===== config.mk =====
export PLATFORM = sky130hd
export DESIGN_NAME = split_parity_guard
export DESIGN_NICKNAME = d
export VERILOG_FILES = /design/src/rtl/split_parity_guard.sv
export SDC_FILE = /design/constraint.sdc
export NUM_CORES = 1
export LEC_CHECK = 0
export BUFFER_PORTS_ARGS = -buffer_cell sky130_fd_sc_hd__clkbuf_2
export CELL_PAD_IN_SITES_DETAIL_PLACEMENT = 1
export CELL_PAD_IN_SITES_GLOBAL_PLACEMENT = 1
export CORE_MARGIN = 1
export CORE_UTILIZATION = 42
export DETAILED_ROUTE_END_ITERATION = 8
export PLACE_DENSITY_LB_ADDON = 0.25
export SYNTH_ARGS = -nofsm -noshare
export SYNTH_HDL_FRONTEND = slang
export SYNTH_SLANG_ARGS = --single-unit
export TNS_END_PERCENT = 100

===== constraint.sdc =====
create_clock -name clk -period 1.8 [get_ports clk]
set_input_delay 0.09 -clock clk [delete_from_list [all_inputs] [get_ports clk]]
set_output_delay 0.09 -clock clk [all_outputs]
set_load 0.1 [all_outputs]

===== src/rtl/split_parity_guard.sv =====
module split_parity_guard #(
  parameter int ADDR_HI    = 35,
  parameter int ADDR_LO    = 3,
  parameter int SPLIT_LO   = 24,
  parameter int CFG_LINE   = 7,
  parameter int ODD_PARITY = 0
) (
  input  logic                   clk,
  input  logic                   rst_n,
  input  logic [ADDR_HI:ADDR_LO] addr_n,
  input  logic                   strobe_n,
  input  logic                   par_hi_n,
  input  logic                   par_lo_n,
  input  logic                   err_in_n,
  input  logic                   clr_sticky,
  output logic                   err_drv_n,
  output logic                   abort,
  output logic                   hi_fail,
  output logic                   lo_fail,
  output logic                   obs_en
);
  localparam int   HI_W = ADDR_HI - SPLIT_LO + 1;
  localparam int   LO_W = SPLIT_LO - ADDR_LO;
  localparam logic POL  = (ODD_PARITY != 0);

  logic [HI_W-1:0] hi_q;
  logic [LO_W-1:0] lo_q;
  logic            ph_q, pl_q, v1_q;
  logic            hi_bad_q, lo_bad_q;
  logic            released_q;
  logic            bus_err;

  assign err_drv_n = !(hi_bad_q || lo_bad_q);
  assign bus_err   = !err_in_n || !err_drv_n;

  always_ff @(posedge clk or negedge rst_n) begin
    if (!rst_n) begin
      hi_q <= '0;
      lo_q <= '0;
      ph_q <= 1'b0;
      pl_q <= 1'b0;
      v1_q <= 1'b0;
    end else begin
      v1_q <= !strobe_n;
      if (!strobe_n) begin
        hi_q <= addr_n[ADDR_HI:SPLIT_LO];
        lo_q <= addr_n[SPLIT_LO-1:ADDR_LO];
        ph_q <= par_hi_n;
        pl_q <= par_lo_n;
      end
    end
  end

  always_ff @(posedge clk or negedge rst_n) begin
    if (!rst_n) begin
      hi_bad_q <= 1'b0;
      lo_bad_q <= 1'b0;
    end else begin
      hi_bad_q <= v1_q && ((^{hi_q, ph_q}) ^ POL);
      lo_bad_q <= v1_q && ((^{lo_q, pl_q}) ^ POL);
    end
  end

  always_ff @(posedge clk or negedge rst_n) begin
    if (!rst_n) begin
      hi_fail <= 1'b0;
      lo_fail <= 1'b0;
      abort   <= 1'b0;
    end else begin
      hi_fail <= (hi_fail && !clr_sticky) || hi_bad_q;
      lo_fail <= (lo_fail && !clr_sticky) || lo_bad_q;
      abort   <= obs_en && bus_err;
    end
  end

  always_ff @(posedge clk or negedge rst_n) begin
    if (!rst_n) begin
      released_q <= 1'b0;
      obs_en     <= 1'b0;
    end else begin
      released_q <= 1'b1;
      if (!released_q) obs_en <= !addr_n[CFG_LINE];
    end
  end
endmodule


==> results.md, run 1 <==
* Cell occurring most often along the worst timing path: sky130_fd_sc_hd__xnor2_1
* Dominant cells by area after synthesis: sky130_fd_sc_hd__dfrtp_1, sky130_fd_sc_hd__mux2_2, sky130_fd_sc_hd__xnor2_1
* Total congestion overflow after global routing at 0
* Post-Synth Simple-Gate Area at 0.883%
* # port buffers at 44
* Global-route wire length before repair at 5260 um
* Maximum number of pins on one net before global-route repair at 24
* Clock latency on the worst-skew pair at 0.29 ns
* Post-DR wirelength/cell at 14.0 um
* Proportion of power drawn by combinational gates at 35.4%
* Combinational family with the most area after synthesis: multiplexers
* Complex-gate fraction of the synthesized area at 1.09%
* Max-capacitance violation count at 0
* End of the worst register-to-register path: lo_bad_q
* Net count, final at 216
* Internal power at 1.77 mW
* Post-Synthesis Cells at 125
* Shortest period the worst path allows at 1.59 ns
* Crit path max fanout at 2
* Setup Slack @ Placement at 0.207 ns
* Multiplexer area fraction after synthesis at 21.9%
* Depth of the worst register-to-register path at 5
* Synthesized-area fraction occupied by xor and xnor cells at 16.0%
* Critical path's top delay family: XOR/XNOR gates
* Row count at 23
* CTS HTree Levels at 2
* Total die area at 4650 sq um
* Result of the run: complete, no violations
* Antenna diodes at 0
* Final wirelength at 3170 um
* Final Max Tran Viols at 0
* DRC violations left at 0
* Most frequent standard cell in the layout excluding fill and tap cells: sky130_fd_sc_hd__clkbuf_2
* Antenna violations before repair at 0
* Distinct cell type count of the synthesized netlist at 14
* Transition at the pin with the smallest max-transition slack at 0.539 ns
* Cell with the largest stage delay on the worst path: sky130_fd_sc_hd__dfrtp_1
* Max Root-Sink Buffers at 2
* Antenna Violating Nets Remaining at 0
* Via count of the first global-routing pass at 1226
* Worst endpoint data arrival time at 1.77 ns
* Worst path setup slack after routing at 0.206 ns
* Number of buffers added by the clock tree synthesis step at 5
* Post-Synth Adder-Cell Area at 0%
* Buffers plus inverters on the worst setup path at 0
* Routed vias at 1071
* Setup repair after global routing missed its margin: false
* YS warnings at 0
* Sw Pwr at 950 uW
* Placer congestion estimate at 0.680
* Synthesized area per cell at 14.7 sq um
* Sequential area share after synthesis at 58.4%
* Hold Path Depth at 2
* Chip Width at 68.2 um
* Via-to-Cell Ratio at 4.72
* Share of final-layout standard cells stronger than drive strength 1 at 50.8%
* Core region area at 4120 sq um
* Final Hold Viols at 0
* Leak at 1.04 nW
* Critical Path Source Type: register
* Initial detailed-routing violation count at 35
* Starting Density at 44.8%
* Final setup vio count at 0
* Launch instance of the worst min-delay path: addr_n[7]
* Critical R2R Launch: lo_q[17]
* Largest vdd supply drop at 0.000574 V
* Most frequent cells in the layout: sky130_fd_sc_hd__clkbuf_2, sky130_fd_sc_hd__dfrtp_1, sky130_fd_sc_hd__mux2_2
* Vert. Die Dim at 68.2 um
* Worst Hold Path EP: obs_en
* Post-synth top area cell: sky130_fd_sc_hd__dfrtp_1
* Num ports at 45
* Number of synthesized register bits at 43
* Clock tree skew after final layout at 0.00128 ns
* Proportion of netlist area held by the largest area contributor at 58.4%
* Total Routing Usage GR at 15.9%
* Cell Pwr Density at 1210 nW/um^2
* Switching fraction of total power at 35.0%
* Post-Route Setup TNS at 0 ns
* Portion of total power attributed to sequential cells at 43.3%
* Relative slew slack at 64.2%
* Clock root buffer master: sky130_fd_sc_hd__clkbuf_8
* Path type of the worst min-delay path: primary input to register
* Delay of the slowest critical-path stage at 0.40 ns
* Drt pass-1 iters at 3
* Clock slew at reported path FFs at 0.08 ns
* Post-synth net total at 165
* CTS sink count at 43
* Crit Path Category: register to register
* Post-cts repair resize count at 0
* Data required time at the worst endpoint at 1.98 ns
* Area Overhead vs Synth at 21.7%
* Critical-path cell list: xnor2_1 > xnor2_1 > xnor2_1 > xnor3_1 > and2_1
* Share of total power in the clock network at 21.3%
* Upper clock frequency limit at 0.627 GHz
* Detailed placer's ending HPWL at 2460 um
* Worst-case register-to-register setup slack at 0.21 ns
* Worst Setup End Kind: register
* Post-Synthesis Cell Area at 1840 sq um
* Share of the clock period used by the worst path after layout at 88.6%
* TritonCTS clock tree: done
sequential cells by signal, summed over array words and instances, names as in the netlist:
| register | cells |
|---|---|
| abort | 1 |
| hi_q | 12 |
| lo_bad_q | 1 |
| hi_bad_q | 1 |
| lo_q | 21 |
| hi_fail | 1 |
| lo_fail | 1 |
| released_q | 1 |
| ph_q | 1 |
| v1_q | 1 |
| pl_q | 1 |
| obs_en | 1 |
repair_timing:
action / in CTS / in global routing
hold buffers: 2 / 0
setup buffers: 0 / 0
hold endpoints to repair: 21 / 0
cell usage after synthesis (all sizes together):
cell / number
buf: 4
xor2: 4
and2: 2
mux2i: 1
a21oi: 1
a21o: 2
xnor2: 27
nor2: 1
xnor3: 1
inv: 3
conb: 1
mux2: 35
dfrtp: 43
area by class of cell:
class                      instances  area (sq um)
timing repair buffer              48           268
inverter                           3          11.3
fill                             448          1870
clock inverter                     3          15.0
clock buffer                       5          68.8
multi-input combinational         75           741
sequential                        43          1080
tap                               50          62.6
power by group through the flow:
stage / Sequential (mW) / Clock (mW) / Combinational [mW]
floorplan: 1.40 / 0 / 0.571
global placement: 1.19 / 0 / 0.943
detailed placement: 1.20 / 0 / 0.970
CTS: 1.18 / 0.598 / 0.977
global route: 1.20 / 0.643 / 1.05
finish: 1.18 / 0.578 / 0.963
routing by layer:
metal | GRT usage [%] | routed length, um
met1 | 18.8 | 1360
met5 | 0 | 0
met3 | 4.33 | 160
met2 | 27.3 | 1610
met4 | 6.25 | 40
worst max-delay path by stage:
stage / cells after the start / startpoint / endpoint
after floorplan: 2 / lo_bad_q / abort
after global placement: 5 / lo_q[17] / lo_bad_q
after detailed placement: 5 / lo_q[17] / lo_bad_q
after CTS: 5 / lo_q[17] / lo_bad_q
after global routing: 5 / lo_q[15] / lo_bad_q
final: 5 / lo_q[17] / lo_bad_q
metrics by stage:
step / util (%) / instance area (sq um) / cells / power [mW] / hold WS (ns)
floorplan: - / 1840 / 125 / 1.97 / -0.206
global placement: 52.0 / 2140 / 217 / 2.13 / 0.0812
detailed placement: 52.0 / 2140 / 217 / 2.17 / 0.0908
CTS: 54.5 / 2240 / 227 / 2.76 / 0.0167
global route: 54.5 / 2240 / 227 / 2.89 / 0.00489
finish: 54.5 / 2240 / 227 / 2.72 / 0.00777
kinds of logic (layout without fill, tap and decap cells):
family | after synthesis | after routing
compound gates | 3 | 3
xor+xnor | 32 | 32
buf+inv | 7 | 59
flops | 43 | 43
mux | 36 | 36
other cells | 1 | 1
simple gates | 3 | 3
No activity file was read; power rests on OpenSTA's default activity.
==> run 2, diff against run 1 <==
--- a/config.mk
+++ b/config.mk
@@ -5,12 +5,12 @@
 export SDC_FILE = /design/constraint.sdc
 export NUM_CORES = 1
 export LEC_CHECK = 0
-export BUFFER_PORTS_ARGS = -buffer_cell sky130_fd_sc_hd__clkbuf_2
 export CELL_PAD_IN_SITES_DETAIL_PLACEMENT = 1
 export CELL_PAD_IN_SITES_GLOBAL_PLACEMENT = 1
 export CORE_MARGIN = 1
-export CORE_UTILIZATION = 42
+export CORE_UTILIZATION = 50
 export DETAILED_ROUTE_END_ITERATION = 8
+export DONT_BUFFER_PORTS = 1
 export PLACE_DENSITY_LB_ADDON = 0.25
 export SYNTH_ARGS = -nofsm -noshare
 export SYNTH_HDL_FRONTEND = slang
==> run 2 against run 1 <==
Compared with the run above:
- register-to-register slack got worse by 0.04 ns
- die area fell by 16%
- critical path type unchanged
- global-route usage rose by 5.6 points
- clock power rose by 12%
- clock-buffer cell count rose by 3
- sequential share of layout area fell by 4.0 points
- power rose by 5.1%
- cell count fell by 3.1%
- largest power group unchanged
- combinational power rose by 7%
- cell area rose by 9.0%
- worst hold slack improved by 0.063 ns
==> results.md, run 2 (synthesis gave the netlist of run 1 again) <==
* Num ports at 45
* Sw Pwr at 950 uW
* Register bank with the most flops: lo_q
* Post-DR wirelength/cell at 16.3 um
* Clock root buffer master: sky130_fd_sc_hd__clkbuf_8
* Clock tree skew after final layout at 0.00530 ns
* Upper clock frequency limit at 0.612 GHz
* Final wirelength at 3590 um
* Antenna Violating Nets Remaining at 0
* Met1 GRT Util at 23.6%
* Clock latency on the worst-skew pair at 0.28 ns
* DRC violations left at 0
* Initial detailed-routing violation count at 16
* Vert. Die Dim at 62.7 um
* Via-to-Cell Ratio at 4.81
* Internal power at 1.91 mW
* Data required time at the worst endpoint at 1.97 ns
* Met2 layer usage reported by global route at 40.4%
* Path type of the worst min-delay path: primary input to register
* Number of buffers added by the clock tree synthesis step at 5
* Largest vdd supply drop at 0.000708 V
* Portion of total power attributed to sequential cells at 41.4%
* Max-capacitance violation count at 0
* Post-Route Hold Slack at 0.0703 ns
* Net count, final at 213
* Detailed placer's ending HPWL at 2070 um
* Setup repair after global routing missed its margin: false
* Routed vias at 1059
* Cell Pwr Density at 1170 nW/um^2
* Post-Route Setup TNS at 0 ns
* Max Root-Sink Buffers at 2
* Most frequent cells in the layout: sky130_fd_sc_hd__dfrtp_1, sky130_fd_sc_hd__dlygate4sd3_1, sky130_fd_sc_hd__mux2_2
* Shortest period the worst path allows at 1.63 ns
* Leak at 1.04 nW
* Share of total power in the clock network at 22.6%
* Switching fraction of total power at 33.3%
* # port buffers at 0
* Starting Density at 53.5%
* Via count of the first global-routing pass at 1261
* Total power consumption of the routed design at 2.86 mW
* Most frequent standard cell in the layout excluding fill and tap cells: sky130_fd_sc_hd__dfrtp_1
* Row count at 21
* Antenna diodes at 0
* Share of final-layout standard cells stronger than drive strength 1 at 28.7%
* Chip Width at 62.7 um
* Share of the clock period used by the worst path after layout at 90.7%
* Placer congestion estimate at 0.681
* Final Max Tran Viols at 0
* Total die area at 3930 sq um
* Global-route wire length before repair at 6190 um
* Total congestion overflow after global routing at 0
* Maximum number of pins on one net before global-route repair at 44
* Drt pass-1 iters at 2
* Proportion of power drawn by combinational gates at 36.0%
* Critical Path Source Type: register
* Met3 global-route usage at 5.29%
* Worst Setup End Kind: register
* Flip-flop count of the largest register after layout at 21
* CTS sink count at 43
* Final Hold Viols at 0
* Worst endpoint data arrival time at 1.81 ns
* Crit Path Category: register to register
* Clock slew at reported path FFs at 0.08 ns
* Largest regs: lo_q (21), hi_q (12)
* TritonCTS clock tree: done
* Result of the run: complete, no violations
* Antenna violations before repair at 0
* Post-CTS repair timing setup buffer count at 0
* Core region area at 3440 sq um
* Total Routing Usage GR at 21.5%
* Crit path max fanout at 2
* Area Overhead vs Synth at 32.7%
* Final setup vio count at 0
* Global routing's busiest layer: met2
* CTS HTree Levels at 2
-- run 2: cell types whose count changed in the layout (fill, tap and decap cells not counted), sizes merged --
cell         before  now
buf               2    7
clkbuf           49    8
clkinv            3    0
dlygate4sd3       2   38
-- run 2: final timing paths --
check / start / to / slack [ns] / cells after the start
worst max-delay path: lo_q[15] / lo_bad_q / 0.17 / 5
worst min-delay path: strobe_n / v1_q / 0.07 / 2
worst max register to register: lo_q[15] / lo_bad_q / 0.17 / 5
worst min register to register: released_q / obs_en / 0.46 / 1
max in group asynchronous: rst_n / lo_bad_q / 1.32 / 2
min in group asynchronous: rst_n / v1_q / 0.29 / 2
-- run 2: area by class of cell --
| type | count | area (sq um) |
|---|---|---|
| clock buffers | 8 | 100 |
| fillers | 302 | 998 |
| inverters | 3 | 11.3 |
| multi-input cells | 75 | 741 |
| flip-flops and latches | 43 | 1080 |
| well taps | 46 | 57.6 |
| repair buffers | 45 | 458 |
-- run 2: power by group through the flow --
stage               clock, mW  sequential (mW)  combinational (mW)
finish                  0.645             1.18                1.03
global route            0.705             1.20                1.10
CTS                     0.667             1.18                1.02
detailed placement          0             1.20               0.910
global placement            0             1.19               0.890
floorplan                   0             1.40               0.571
-- run 2: per-layer routing --
layer  wire length [um]  share of wire, %
met5                  0                 0
met3                159               4.4
met1               1410                39
met2               2010                56
met4                 18              0.50
-- run 2: what timing repair did --
item,4_1_cts,5_1_grt
endpoints found under the hold margin,83,0
hold buffers,40,0
resized for setup,0,0
-- run 2: metrics by stage --
step	utilization (%)	instances	instance area, sq um	setup slack, ns
detailed placement	55.9	172	1920	0.202
CTS	71.0	220	2440	0.193
global route	71.0	220	2440	0.0406
floorplan	-	125	1840	0.298
finish	71.0	220	2440	0.167
global placement	55.9	172	1920	0.219
-- run 2: worst max-delay path, stage by stage, from the launching register on --
cell	delay [ns]
sky130_fd_sc_hd__dfrtp_1	0.39
sky130_fd_sc_hd__xnor2_1	0.21
sky130_fd_sc_hd__xnor2_1	0.19
sky130_fd_sc_hd__xnor2_1	0.16
sky130_fd_sc_hd__xnor3_1	0.41
sky130_fd_sc_hd__and2_1	0.16
